[src/rtl/pwr_alarm_pkg.sv]
// Shared constants for the power-line alarm controller.
// Bit positions are fixed because software mask words decode them.
package pwr_alarm_pkg;
    localparam int ALM_W     = 24;
    localparam int BIT_UV    = 0;
    localparam int BIT_OV    = 1;
    localparam int BIT_SAG   = 2;
    localparam int BIT_OC    = 6;
    localparam int BIT_SURGE = 10;
    localparam int NQ        = 4;   // number of hold-off qualified channels
    typedef enum int {Q_UV = 0, Q_OV = 1, Q_SAG = 2, Q_SURGE = 3} qch_e;
endpackage

[src/rtl/alarm_holdoff.sv]
// Consecutive-strobe qualifier.
// It counts strobes on which the condition holds, and reports a hit on
// the strobe that completes the run. A limit of 0 behaves as 1. The
// count saturates once the run is complete, and a strobe without the
// condition restarts the run.
// Assumes strobe and condition are synchronous to clk.
module alarm_holdoff #(
    parameter int HOLD_W = 8
) (
    input  logic              clk,
    input  logic              rst_n,
    input  logic              stb,
    input  logic              cond,
    input  logic [HOLD_W-1:0] limit,
    output logic              hit
);
    logic [HOLD_W-1:0] cnt;
    logic [HOLD_W:0]   lim_eff;
    logic              reach;

    // effective limit and run-complete test
    always_comb begin
        lim_eff = (limit == '0) ? {{HOLD_W{1'b0}}, 1'b1} : {1'b0, limit};
        reach   = ({1'b0, cnt} + 1'b1) >= lim_eff;
        hit     = stb && cond && reach;
    end

    // consecutive run counter
    always_ff @(posedge clk) begin
        if (!rst_n)
            cnt <= '0;
        else if (stb) begin
            if (!cond)
                cnt <= '0;
            else if (!reach)
                cnt <= cnt + 1'b1;
        end
    end

    a_r4_break_clears: assert property (@(posedge clk) disable iff (!rst_n)
        (stb && !cond) |=> (cnt == '0));
    a_r4_idle_holds: assert property (@(posedge clk) disable iff (!rst_n)
        !stb |=> $stable(cnt));
endmodule

[src/rtl/alarm_status_word.sv]
// Alarm status register.
// Update order within one cycle:
//   1. the interval auto-clear of the non-sticky bits
//   2. the new detections
//   3. the software clear
//   4. the software force (last, so a force beats a clear)
// Assumes all pulses are single-cycle and synchronous.
module alarm_status_word #(
    parameter int W = 24
) (
    input  logic         clk,
    input  logic         rst_n,
    input  logic         adv,
    input  logic [W-1:0] det,
    input  logic [W-1:0] keep,
    input  logic         clr_stb,
    input  logic [W-1:0] clr_mask,
    input  logic         frc_stb,
    input  logic [W-1:0] frc_mask,
    output logic [W-1:0] status
);
    logic [W-1:0] nxt;
    logic [W-1:0] frc_eff;

    // next status in policy order
    always_comb begin
        frc_eff = frc_stb ? frc_mask : '0;
        nxt     = status;
        if (adv)     nxt = nxt & keep;
        nxt = nxt | det;
        if (clr_stb) nxt = nxt & ~clr_mask;
        nxt = nxt | frc_eff;
    end

    // status storage
    always_ff @(posedge clk) begin
        if (!rst_n) status <= '0;
        else        status <= nxt;
    end

    a_r9_force_sets: assert property (@(posedge clk) disable iff (!rst_n)
        frc_stb |=> ((status & $past(frc_mask)) == $past(frc_mask)));
    a_r8_clear_applies: assert property (@(posedge clk) disable iff (!rst_n)
        clr_stb |=> ((status & $past(clr_mask & ~frc_eff)) == '0));
    a_r11_no_spurious_drop: assert property (@(posedge clk) disable iff (!rst_n)
        (!adv && !clr_stb) |=> ((status & $past(status)) == $past(status)));
    a_r7_sticky_kept: assert property (@(posedge clk) disable iff (!rst_n)
        (adv && !clr_stb) |=> ((status & $past(status & keep)) == $past(status & keep)));
endmodule

[src/rtl/alarm_pin_drive.sv]
// Registered pin drivers, one per mask word.
// Each pin is the OR of the status bits that its mask selects.
// Assumes the masks are quasi-static words from a register bank.
module alarm_pin_drive #(
    parameter int W     = 24,
    parameter int NPINS = 2
) (
    input  logic                      clk,
    input  logic                      rst_n,
    input  logic [W-1:0]              status,
    input  logic [NPINS-1:0][W-1:0]   masks,
    output logic [NPINS-1:0]          pins
);
    for (genvar p = 0; p < NPINS; p++) begin : g_pin
        // masked OR, registered
        always_ff @(posedge clk) begin
            if (!rst_n) pins[p] <= 1'b0;
            else        pins[p] <= |(status & masks[p]);
        end

        a_r10_pin_follows: assert property (@(posedge clk) disable iff (!rst_n)
            1'b1 |=> (pins[p] == |($past(status) & $past(masks[p]))));
    end
endmodule

[src/rtl/pwr_alarm_ctrl.sv]
// Power-line alarm status controller (top).
// It compares interval RMS values and the per-sample mean-square
// voltage with their thresholds, qualifies the results with hold-off
// counts, keeps the status word and drives two masked alarm pins.
// Assumes measurements are valid during their strobe cycle.
module pwr_alarm_ctrl
    import pwr_alarm_pkg::*;
#(
    parameter int MEAS_W = 24,
    parameter int HOLD_W = 8
) (
    input  logic              clk,
    input  logic              rst_n,
    input  logic              ivl_done,
    input  logic [MEAS_W-1:0] vrms,
    input  logic [MEAS_W-1:0] irms,
    input  logic              smp_stb,
    input  logic [MEAS_W-1:0] vms,
    input  logic [MEAS_W-1:0] thr_uv,
    input  logic [MEAS_W-1:0] thr_ov,
    input  logic [MEAS_W-1:0] thr_sag,
    input  logic [MEAS_W-1:0] thr_surge,
    input  logic [MEAS_W-1:0] thr_oc,
    input  logic [HOLD_W-1:0] hold_ivl,
    input  logic [HOLD_W-1:0] hold_smp,
    input  logic [ALM_W-1:0]  sticky_cfg,
    input  logic [ALM_W-1:0]  mask_fault,
    input  logic [ALM_W-1:0]  mask_crit,
    input  logic              frc_stb,
    input  logic [ALM_W-1:0]  frc_mask,
    input  logic              clr_stb,
    input  logic [ALM_W-1:0]  clr_mask,
    output logic [ALM_W-1:0]  status,
    output logic              pin_fault,
    output logic              pin_crit
);
    localparam int NPINS = 2;

    logic [NQ-1:0]             q_cond, q_stb, q_hit;
    logic [NQ-1:0][HOLD_W-1:0] q_lim;
    logic [ALM_W-1:0]          det;
    logic [NPINS-1:0][ALM_W-1:0] pin_masks;
    logic [NPINS-1:0]          pins;

    // per-channel condition, strobe and hold-off selection
    always_comb begin
        q_cond[Q_UV]    = vrms < thr_uv;
        q_cond[Q_OV]    = vrms > thr_ov;
        q_cond[Q_SAG]   = vms < thr_sag;
        q_cond[Q_SURGE] = vms > thr_surge;
        q_stb[Q_UV]     = ivl_done;
        q_stb[Q_OV]     = ivl_done;
        q_stb[Q_SAG]    = smp_stb;
        q_stb[Q_SURGE]  = smp_stb;
        q_lim[Q_UV]     = hold_ivl;
        q_lim[Q_OV]     = hold_ivl;
        q_lim[Q_SAG]    = hold_smp;
        q_lim[Q_SURGE]  = hold_smp;
    end

    for (genvar q = 0; q < NQ; q++) begin : g_qual
        alarm_holdoff #(.HOLD_W(HOLD_W)) u_hold (
            .clk   (clk),
            .rst_n (rst_n),
            .stb   (q_stb[q]),
            .cond  (q_cond[q]),
            .limit (q_lim[q]),
            .hit   (q_hit[q])
        );
    end

    // map qualified hits and over-current onto status bit positions
    always_comb begin
        det            = '0;
        det[BIT_UV]    = q_hit[Q_UV];
        det[BIT_OV]    = q_hit[Q_OV];
        det[BIT_SAG]   = q_hit[Q_SAG];
        det[BIT_SURGE] = q_hit[Q_SURGE];
        det[BIT_OC]    = ivl_done && (irms > thr_oc);
    end

    alarm_status_word #(.W(ALM_W)) u_word (
        .clk      (clk),
        .rst_n    (rst_n),
        .adv      (ivl_done),
        .det      (det),
        .keep     (sticky_cfg),
        .clr_stb  (clr_stb),
        .clr_mask (clr_mask),
        .frc_stb  (frc_stb),
        .frc_mask (frc_mask),
        .status   (status)
    );

    // pack masks for the pin drivers: index 0 fault, 1 critical
    always_comb begin
        pin_masks[0] = mask_fault;
        pin_masks[1] = mask_crit;
    end

    alarm_pin_drive #(.W(ALM_W), .NPINS(NPINS)) u_pins (
        .clk    (clk),
        .rst_n  (rst_n),
        .status (status),
        .masks  (pin_masks),
        .pins   (pins)
    );

    assign pin_fault = pins[0];
    assign pin_crit  = pins[1];

    a_r6_oc_sets: assert property (@(posedge clk) disable iff (!rst_n)
        (ivl_done && (irms > thr_oc) && !clr_stb) |=> status[BIT_OC]);
endmodule

[config.mk]
export PLATFORM = sky130hd
export DESIGN_NAME = pwr_alarm_ctrl
export DESIGN_NICKNAME = d
export VERILOG_FILES = /design/src/rtl/pwr_alarm_pkg.sv /design/src/rtl/alarm_holdoff.sv /design/src/rtl/alarm_status_word.sv /design/src/rtl/alarm_pin_drive.sv /design/src/rtl/pwr_alarm_ctrl.sv
export SDC_FILE = /design/constraint.sdc
export NUM_CORES = 1
export LEC_CHECK = 0
export ABC_AREA = 1
export BUFFER_PORTS_ARGS = -buffer_cell sky130_fd_sc_hd__clkbuf_2
export CORE_AREA = 3 3 138 140
export CTS_BUF_LIST = sky130_fd_sc_hd__clkbuf_16
export CTS_CLUSTER_SIZE = 14
export DETAILED_ROUTE_END_ITERATION = 6
export DIE_AREA = 0 0 141 143
export PLACE_DENSITY_LB_ADDON = 0.12
export SETUP_SLACK_MARGIN = 0.15
export SLEW_MARGIN = 20
export SYNTH_ARGS = -nofsm -noshare
export SYNTH_HDL_FRONTEND = slang
export SYNTH_SLANG_ARGS = --single-unit
[constraint.sdc]
create_clock -name clk -period 7.15 [get_ports clk]
set_input_delay 0.3575 -clock clk [delete_from_list [all_inputs] [get_ports clk]]
set_output_delay 0.3575 -clock clk [all_outputs]
set_load 0.005 [all_outputs]
==> reports/metrics.yaml, run 1 <==
status:
  status: "finished clean"
synth:
  ys_warn_count: 0
  synth.area.mux_share_pct: 0
  yosysTopAreaCell: "ha_1"
  synth_cell_types: 37
  synth_compound_area_share_pct: 14.9
  synth_common_cells: "nand2_1, inv_1, ha_1, a21oi_1, nor2_1"
  synth.avg_cell_area_sq_um: 6.49
  synth_top_area_share_pct: 26.7
  synthCells: 1112
  yosysMostFrequentCell: "nand2_1"
  synthTopCellsByArea: "ha_1, dfxtp_1, nand2_1, inv_1, a21oi_1"
  synth_seq_area_share_pct: 16.1
  synthSimpleGateAreaFrac_pct: 27.9
  ys.flop_type: "dfxtp_1"
  synth_top_family_by_area: "simple AND/OR/NAND/NOR gates"
  async_flop_share_pct: 0
  synth_area_sq_um: 7210
  synth-xor-area-share_pct: 2.91
  ys_ff_latch: 58
  synth_edf_count: 0
  syn-num-nets: 1600
  synthAdderAreaFrac_pct: 26.7
critical_path:
  r2r_setup_slack_ns: 4.57
  crit_type: "reg -> reg"
  crit_arrival_ns: 2.75
  r2r-end: "g_qual[3].u_hold.cnt[6]"
  crit_path_start: "g_qual[3].u_hold.cnt[0]"
  path_max_fanout: 8
  cp-end-kind: "register"
  timing.rr.start: "g_qual[3].u_hold.cnt[0]"
  required_ns: 7.32
  startpoint_type: "register"
  r2r_cells: 14
placement:
  place_congestion: 0.866
  pre_cts_ws_ns: 4.57
  io_buffers: 359
  place.detailed.hpwl_mm: 19.8
power_and_ir_drop:
  p_per_area_nw_per_um2: 113
  ir_drop_mv: 0.123
  leakage_nw: 5.72
  p_seq_share_pct: 32.6
  switching_share_pct: 32.0
  clock_power_share_pct: 34.4
  p_sw_mw: 0.344
  comb_power_share_pct: 32.9
  p_int_mw: 0.732
clock_tree:
  clock_latency_ns: 0.32
  cts_tree: "done"
  postCtsSetupRepairBufs: 0
  cts_root_buffer: "clkbuf_16"
  htree_levels: 3
  clock-sinks: 58
  path_clk_slew_ns: 0.05
  cts_made_buffers: 9
  cts_resized: 0
  cts_buffer_depth: 2
  ctsHoldBuffers: 0
timing:
  fmax_ghz: 0.388
  slew_viol_final: 0
  fin_crit_sh_pct: 36.1
  rsz0062_at_grt: "no"
  tightest_slew_ns: 1.00
  finalSetupTns_ns: 0
  finClkSkew_ns: 0.00381
  setup_viol: 0
  finalHoldViolations: 0
  relSlewSlack_pct: 33.0
  setup_ws_ns: 4.57
  layout_min_cycle_time_ns: 2.58
global_routing:
  use_met2_pct: 37.2
  grt_max_degree: 56
  grt_pass1_vias: 7592
  met3_usage_pct: 3.11
  grtUsageMet1_pct: 28.7
  grt_first_pass_wirelength_mm: 35.7
  antenna_found_initial: 0
  overflow: 0
  globalRouteTotalUtil_pct: 21.3
  grt_busiest_layer: "met2"
hold_path:
  hold_start: "frc_mask[4]"
  min_to: "u_word.status[4]"
  hold_path.class: "in -> reg"
  hold_depth: 3
floorplanning:
  rows: 49
  dieArea_sq_um: 20200
  die_x_microns: 141
  die_y_microns: 143
  io_pins: 360
  core_area_sq_um: 18000
  initial_core_util_pct: 40.2
drt:
  first_pass_iters: 5
  drc: 0
  drtIter0Drc: 379
  vias: 8090
  vias_per_cell: 4.75
  wl_per_cell_microns: 13.3
  drt-total-wl_mm: 22.6
  ant_nets: 0
layout:
  drive_gt1_share_pct: 27.3
  diodes: 0
  syn_to_final_growth_pct: 31.6
  nets: 1956
run:
  max_cap_violations: 0
[worst max-delay path by stage]
stage                                   end  cells past startpoint
finish              g_qual[3].u_hold.cnt[6]                     14
global placement    g_qual[3].u_hold.cnt[6]                     14
floorplan           g_qual[3].u_hold.cnt[6]                     14
detailed placement  g_qual[3].u_hold.cnt[6]                     14
global route        g_qual[3].u_hold.cnt[4]                     13
CTS                 g_qual[3].u_hold.cnt[2]                     14
[final cells by class]
cell class	count	area, sq um
tap	229	287
clock buffer	9	225
clock inverter	7	28.8
timing repair buffer	359	1800
multi-input combinational	836	5230
fill	1894	8470
sequential	58	1160
inverter	204	767
[cells in the final DEF, fill, tap and decap left out, types with 2 or more instances in the layout]
master / netlist / routed
o211ai_1: 19 / 19
xnor2_1: 6 / 6
a41o_1: 2 / 2
nand2_2: 9 / 9
a21oi_1: 113 / 113
nor2_1: 59 / 59
nor4_1: 3 / 3
nand3b_1: 4 / 4
nor2_2: 8 / 8
o21ai_1: 4 / 4
nand3_2: 2 / 2
inv_2: 4 / 4
o21a_1: 7 / 7
clkinv_2: 1 / 3
nand3b_2: 2 / 2
nand2_1: 309 / 309
a22o_1: 4 / 4
a21o_1: 8 / 8
inv_1: 199 / 201
nand3_1: 47 / 47
xor2_1: 18 / 18
o21ai_0: 13 / 13
nor3_1: 6 / 6
a221oi_1: 9 / 9
clkbuf_2: 0 / 359
and3_1: 2 / 2
clkbuf_16: 0 / 9
a31oi_1: 2 / 2
nand4_1: 18 / 18
ha_1: 154 / 154
nor2_4: 2 / 2
dfxtp_1: 58 / 58
clkinv_1: 0 / 3
a21oi_2: 3 / 3
[critical path, cell delays in order, from the launching register on]
cell and delay (ns):
dfxtp_1 0.39, ha_1 0.23, nand2_2 0.08, nor3_1 0.22, xor2_1 0.24, ha_1 0.29
a21oi_1 0.13, nand3b_2 0.12, nand2_1 0.07, nor2_2 0.11, nand3_2 0.10, nand3_1 0.09
nand2_1 0.18, nand2_1 0.13, a21oi_2 0.05
[sequential cells by signal, indices dropped and copies added (netlist names)]
| register | count |
|---|---|
| u_word.status | 24 |
| u_pins.pins | 2 |
| g_qual.u_hold.cnt | 32 |
[metal layers]
| layer | wire length [microns] | share of wire [%] | up-vias |
|---|---|---|---|
| li1 | - | - | 4344 |
| met4 | 123 | 0.54 | 0 |
| met3 | 1320 | 5.8 | 10 |
| met5 | 0 | 0 | - |
| met2 | 11000 | 49 | 236 |
| met1 | 10200 | 45 | 3500 |
[cells by family (layout without fill, tap and decap cells)]
| kind of cell | Yosys count | in the layout |
|---|---|---|
| AOI/OAI and AO/OA | 184 | 184 |
| xor gates and xnor gates | 24 | 24 |
| adders and majority gates | 154 | 154 |
| DFF | 58 | 58 |
| and+or+nand+nor | 474 | 474 |
| buffers and inverters | 218 | 579 |
[per-stage QoR]
stage / power (mW) / hold slack [ns] / utilization [%] / std cells / instance area (sq um)
finish: 1.08 / 0.267 / 52.8 / 1702 / 9490
detailed placement: 0.714 / 0.480 / 51.4 / 1686 / 9240
CTS: 1.09 / 0.255 / 52.8 / 1702 / 9490
global placement: 0.708 / 0.471 / 51.4 / 1686 / 9240
global route: 1.16 / 0.266 / 52.8 / 1702 / 9490
floorplan: 0.551 / 0.458 / - / 1112 / 7210
[power by group through the flow]
stage | clock network (mW) | logic, mW | registers (mW)
2_1_floorplan | 0 | 0.198 | 0.353
3_3_place_gp | 0 | 0.351 | 0.357
3_5_place_dp | 0 | 0.356 | 0.358
4_1_cts | 0.380 | 0.358 | 0.351
5_1_grt | 0.394 | 0.415 | 0.353
6_report | 0.370 | 0.354 | 0.351
(Power assumes the default switching activity.)
==> run 2, diff against run 1 <==
clock period = 2.3 ns   (was 7.15 ns; I/O delays follow)
==> reports/metrics.yaml, run 2 (synthesis gave the netlist of run 1 again) <==
layout:
  layout_commonest_cell: "clkbuf_2"
  mostFrequentLayoutCells: "clkbuf_2, nand2_1, inv_1"
  top_regs: "g_qual.u_hold.cnt (32), u_word.status (24), u_pins.pins (2)"
  syn_to_final_growth_pct: 47.1
  regMostFlops: "g_qual.u_hold.cnt"
  diodes: 0
  drive_gt1_share_pct: 36.1
  fill_cells: 1695
  nets: 2017
  largest_register_ffs: 32
  design_area_sq_um: 10600
critical_path:
  crit_arrival_ns: 2.61
  path_max_fanout: 8
  startpoint_type: "register"
  required_ns: 2.55
  r2r_cells: 13
  cp-end-kind: "register"
  crit_type: "reg -> reg"
timing:
  fin_crit_sh_pct: 102
  slew_viol_final: 0
  setup_ws_ns: -0.0519
  rsz0062_at_grt: "yes"
  layout_min_cycle_time_ns: 2.35
  setup_viol: 5
  relSlewSlack_pct: 61.2
  finClkSkew_ns: 0.00653
  finalHoldViolations: 0
  tightest_slew_ns: 0.581
  fmax_ghz: 0.425
placement:
  pre_cts_ws_ns: -0.0620
  place.detailed.hpwl_mm: 19.9
  placed_cell_area_sq_um: 9520
  place_congestion: 0.920
  io_buffers: 359
clock_tree:
  ctsHoldBuffers: 0
  htree_levels: 3
  clock_latency_ns: 0.33
  cts_buffer_depth: 2
  clock-sinks: 58
  cts_root_buffer: "clkbuf_16"
  path_clk_slew_ns: 0.05
  cts_tree: "done"
  cts_made_buffers: 9
drt:
  ant_nets: 0
  vias_per_cell: 4.75
  drt-total-wl_mm: 23.7
  vias: 8367
  drc: 0
  first_pass_iters: 5
  wl_per_cell_microns: 13.4
  drtIter0Drc: 437
hold_path:
  hold_path.class: "in -> reg"
  hold_depth: 3
run:
  max_cap_violations: 0
global_routing:
  grt_pass1_vias: 8027
  grt_max_degree: 30
  overflow: 0
  grt_first_pass_wirelength_mm: 37.1
  globalRouteTotalUtil_pct: 22.3
  antenna_found_initial: 0
power_and_ir_drop:
  ir_drop_mv: 0.387
  p_per_area_nw_per_um2: 352
  power_mw: 3.74
  leakage_nw: 6.25
floorplanning:
  die_y_microns: 143
  rows: 49
  dieArea_sq_um: 20200
  initial_core_util_pct: 40.2
  io_pins: 360
  core_area_sq_um: 18000
  die_x_microns: 141
status:
  status: "finished with violations"
  violations: "setup timing"
-- run 2: cell types whose count changed in the layout (fill, tap and decap cells not counted), sizes merged --
cell	before	now
clkbuf	368	369
clkinv	6	4
bufinv	0	2
buf	0	61
inv	205	204
-- run 2: critical path, cell delays in order (launching register included) --
cell and delay [ns]:
dfxtp_4 0.37, ha_4 0.15, nand2_4 0.07, nor3_4 0.11, xor2_1 0.20, ha_1 0.30
a21oi_2 0.16, nand3b_4 0.14, nand2_2 0.05, nor2_2 0.09, nand3_2 0.14, nor2_4 0.26
nand2_1 0.10, a21oi_2 0.15
-- run 2: layout make-up --
cell class              count  area (sq um)  area share [%]
multi-input cells         836          5750            54.2
clock buffers              10           250            2.36
well taps                 229           287            2.70
flip-flops and latches     58          1200            11.3
repair buffers            420          2270            21.4
inverters                 204           773            7.29
clock inverters             6          78.8           0.743
-- run 2: per-layer routing --
metal / track usage (%) / wire length (microns)
met1: 29.7 / 10400
met2: 38.1 / 11300
met3: 3.58 / 1610
met4: 4.84 / 347
met5: 0 / 0
-- run 2: metrics by stage --
stage | hold WS [ns] | instances | util (%) | TNS [ns]
3_5_place_dp | 0.354 | 1715 | 53.0 | -0.823
4_1_cts | 0.00683 | 1756 | 57.7 | 0
5_1_grt | 0.0226 | 1763 | 59.1 | -3.77
6_report | 0.0187 | 1763 | 59.1 | -0.108
2_1_floorplan | 0.232 | 1112 | - | 0
3_3_place_gp | 0.355 | 1715 | 53.0 | -0.128
-- run 2: timing repair --
| item | CTS | global route |
|---|---|---|
| pin swaps | 76 | 29 |
| resized for setup | 71 | 41 |
| setup endpoints to repair | 36 | 36 |
| setup buffers | 25 | 7 |
| gates cloned | 0 | 0 |
-- run 2: worst paths after layout --
kind,endpoint,startpoint,slack (ns)
worst max-delay path,g_qual[1].u_hold.cnt[6],g_qual[1].u_hold.cnt[0],-0.05
worst min-delay path,u_word.status[19],frc_mask[19],0.02
worst max register to register,g_qual[1].u_hold.cnt[6],g_qual[1].u_hold.cnt[0],-0.05
worst min register to register,g_qual[2].u_hold.cnt[5],g_qual[2].u_hold.cnt[5],0.49
-- run 2: where the power goes --
| group | total, mW | switching, mW | internal, mW | leakage, nW |
|---|---|---|---|---|
| logic | 1.18 | 0.610 | 0.568 | 5.60 |
| registers | 1.09 | 0.0523 | 1.04 | 0.483 |
| clock network | 1.47 | 0.464 | 1.00 | 0.169 |
==> run 3, diff against run 2 <==
CTS_BUF_LIST = default   (was sky130_fd_sc_hd__clkbuf_16)
PLACE_DENSITY = 0.74   (was default)
PLACE_DENSITY_LB_ADDON = default   (was 0.12)
SETUP_SLACK_MARGIN = 0.02   (was 0.15)
==> reports/metrics.yaml, run 3 (synthesis gave the netlist of run 1 again) <==
status:
  status: "finished with violations"
  violations: "setup timing"
clock_tree:
  htree_levels: 3
  ctsHoldBuffers: 0
  clock-sinks: 58
  clock_latency_ns: 0.33
  cts_buffer_depth: 2
  cts_tree: "done"
  cts_root_buffer: "clkbuf_16"
  cts_made_buffers: 9
  path_clk_slew_ns: 0.05
layout:
  nets: 1999
  drive_gt1_share_pct: 36.3
  top_regs: "g_qual.u_hold.cnt (32), u_word.status (24), u_pins.pins (2)"
  syn_to_final_growth_pct: 45.7
  mostFrequentLayoutCells: "clkbuf_2, nand2_1, inv_1"
  layout_commonest_cell: "clkbuf_2"
  regMostFlops: "g_qual.u_hold.cnt"
  fill_cells: 1658
  largest_register_ffs: 32
  fin_cells: 1747
global_routing:
  overflow: 0
  grt_max_degree: 48
  grt_first_pass_wirelength_mm: 36.9
  antenna_found_initial: 2
  grt_pass1_vias: 8094
  globalRouteTotalUtil_pct: 22.3
critical_path:
  r2r_setup_slack_ns: -0.07
  path_max_fanout: 8
  r2r_cells: 13
  cp-end-kind: "register"
  crit_type: "reg -> reg"
  crit_arrival_ns: 2.62
  r2r-end: "g_qual[3].u_hold.cnt[4]"
  startpoint_type: "register"
  timing.rr.start: "g_qual[3].u_hold.cnt[2]"
  required_ns: 2.56
timing:
  setup_viol: 17
  slew_viol_final: 0
  fin_crit_sh_pct: 103
  relSlewSlack_pct: 60.2
  layout_min_cycle_time_ns: 2.37
  fmax_ghz: 0.423
  tightest_slew_ns: 0.597
  finClkSkew_ns: 0.00612
  setup_ws_ns: -0.0653
  finalHoldViolations: 0
  rsz0062_at_grt: "yes"
run:
  max_cap_violations: 0
drt:
  drc: 0
  first_pass_iters: 5
  drtIter0Drc: 342
  drt-total-wl_mm: 24.7
  wl_per_cell_microns: 14.2
  vias_per_cell: 4.86
  ant_nets: 0
  vias: 8499
hold_path:
  min_to: "u_word.status[6]"
  hold_path.class: "in -> reg"
  hold_depth: 3
  hold_start: "frc_mask[6]"
power_and_ir_drop:
  leakage_nw: 6.18
  power_mw: 3.82
  ir_drop_mv: 0.312
  p_per_area_nw_per_um2: 363
floorplanning:
  io_pins: 360
  initial_core_util_pct: 40.2
  rows: 49
  core_area_sq_um: 18000
  die_x_microns: 141
  die_y_microns: 143
  dieArea_sq_um: 20200
placement:
  place.detailed.hpwl_mm: 20.5
  io_buffers: 359
  placed_cells: 1718
  place_congestion: 0.896
## run 3: area by class of cell
cell class / instances / area (sq um) / share of cell area, %
multi-input combinational: 836 / 5800 / 55.1
timing repair buffer: 402 / 2140 / 20.3
inverter: 204 / 771 / 7.33
clock inverter: 5 / 103 / 0.976
clock buffer: 11 / 233 / 2.21
antenna: 2 / 5.00 / 0.0476
tap: 229 / 287 / 2.73
sequential: 58 / 1180 / 11.2
## run 3: critical path: stages, from the launching register on
cell and delay, ns:
dfxtp_2 0.37, nand3_2 0.09, nor2_1 0.16, nand4_1 0.18, xnor2_2 0.19, ha_1 0.30
buf_4 0.16, nand3_1 0.09, nor2_1 0.05, nor2_2 0.11, nand3_2 0.13, nor2_4 0.24
nand2_1 0.09, a21oi_1 0.14
## run 3: routing by layer
metal | routed length (microns) | vias to the layer above | track usage [%] | part of all wire [%]
li1 | - | 4434 | - | -
met4 | 667 | 0 | 7.60 | 2.7
met2 | 12200 | 307 | 39.5 | 49
met1 | 10300 | 3715 | 27.4 | 42
met5 | 0 | - | 0 | 0
met3 | 1570 | 43 | 3.85 | 6.3
## run 3: power by group
part	total, mW	internal, mW	switching, mW
Clock	1.53	1.06	0.476
Combinational	1.19	0.565	0.622
Sequential	1.10	1.05	0.0533
## run 3: worst max-delay path by stage
stage | endpoint | cells past startpoint | slack (ns) | startpoint
floorplan | g_qual[3].u_hold.cnt[6] | 14 | 0.04 | g_qual[3].u_hold.cnt[0]
global placement | g_qual[3].u_hold.cnt[0] | 14 | -0.11 | g_qual[3].u_hold.cnt[0]
detailed placement | g_qual[3].u_hold.cnt[1] | 14 | -0.22 | g_qual[3].u_hold.cnt[0]
CTS | g_qual[1].u_hold.cnt[5] | 13 | 0.02 | g_qual[1].u_hold.cnt[1]
global route | g_qual[3].u_hold.cnt[4] | 13 | -0.24 | g_qual[3].u_hold.cnt[2]
finish | g_qual[3].u_hold.cnt[4] | 13 | -0.07 | g_qual[3].u_hold.cnt[2]
## run 3: metrics by stage
step,setup slack [ns],TNS [ns],cell area [sq um],utilization (%),hold WS (ns)
final,-0.0653,-0.452,10500,58.5,0.0181
after global routing,-0.238,-5.98,10500,58.5,0.0180
after CTS,0.0166,0,10000,55.8,0.00372
after detailed placement,-0.216,-2.83,9490,52.8,0.353
after global placement,-0.107,-0.670,9490,52.8,0.348
after floorplan,0.0399,0,7210,-,0.232
## run 3: repair_timing
action,in CTS,in global routing
setup buffers,3,8
pin swaps,21,71
endpoints found under the setup margin,35,36
endpoints found under the hold margin,0,0
gates resized for setup,40,95
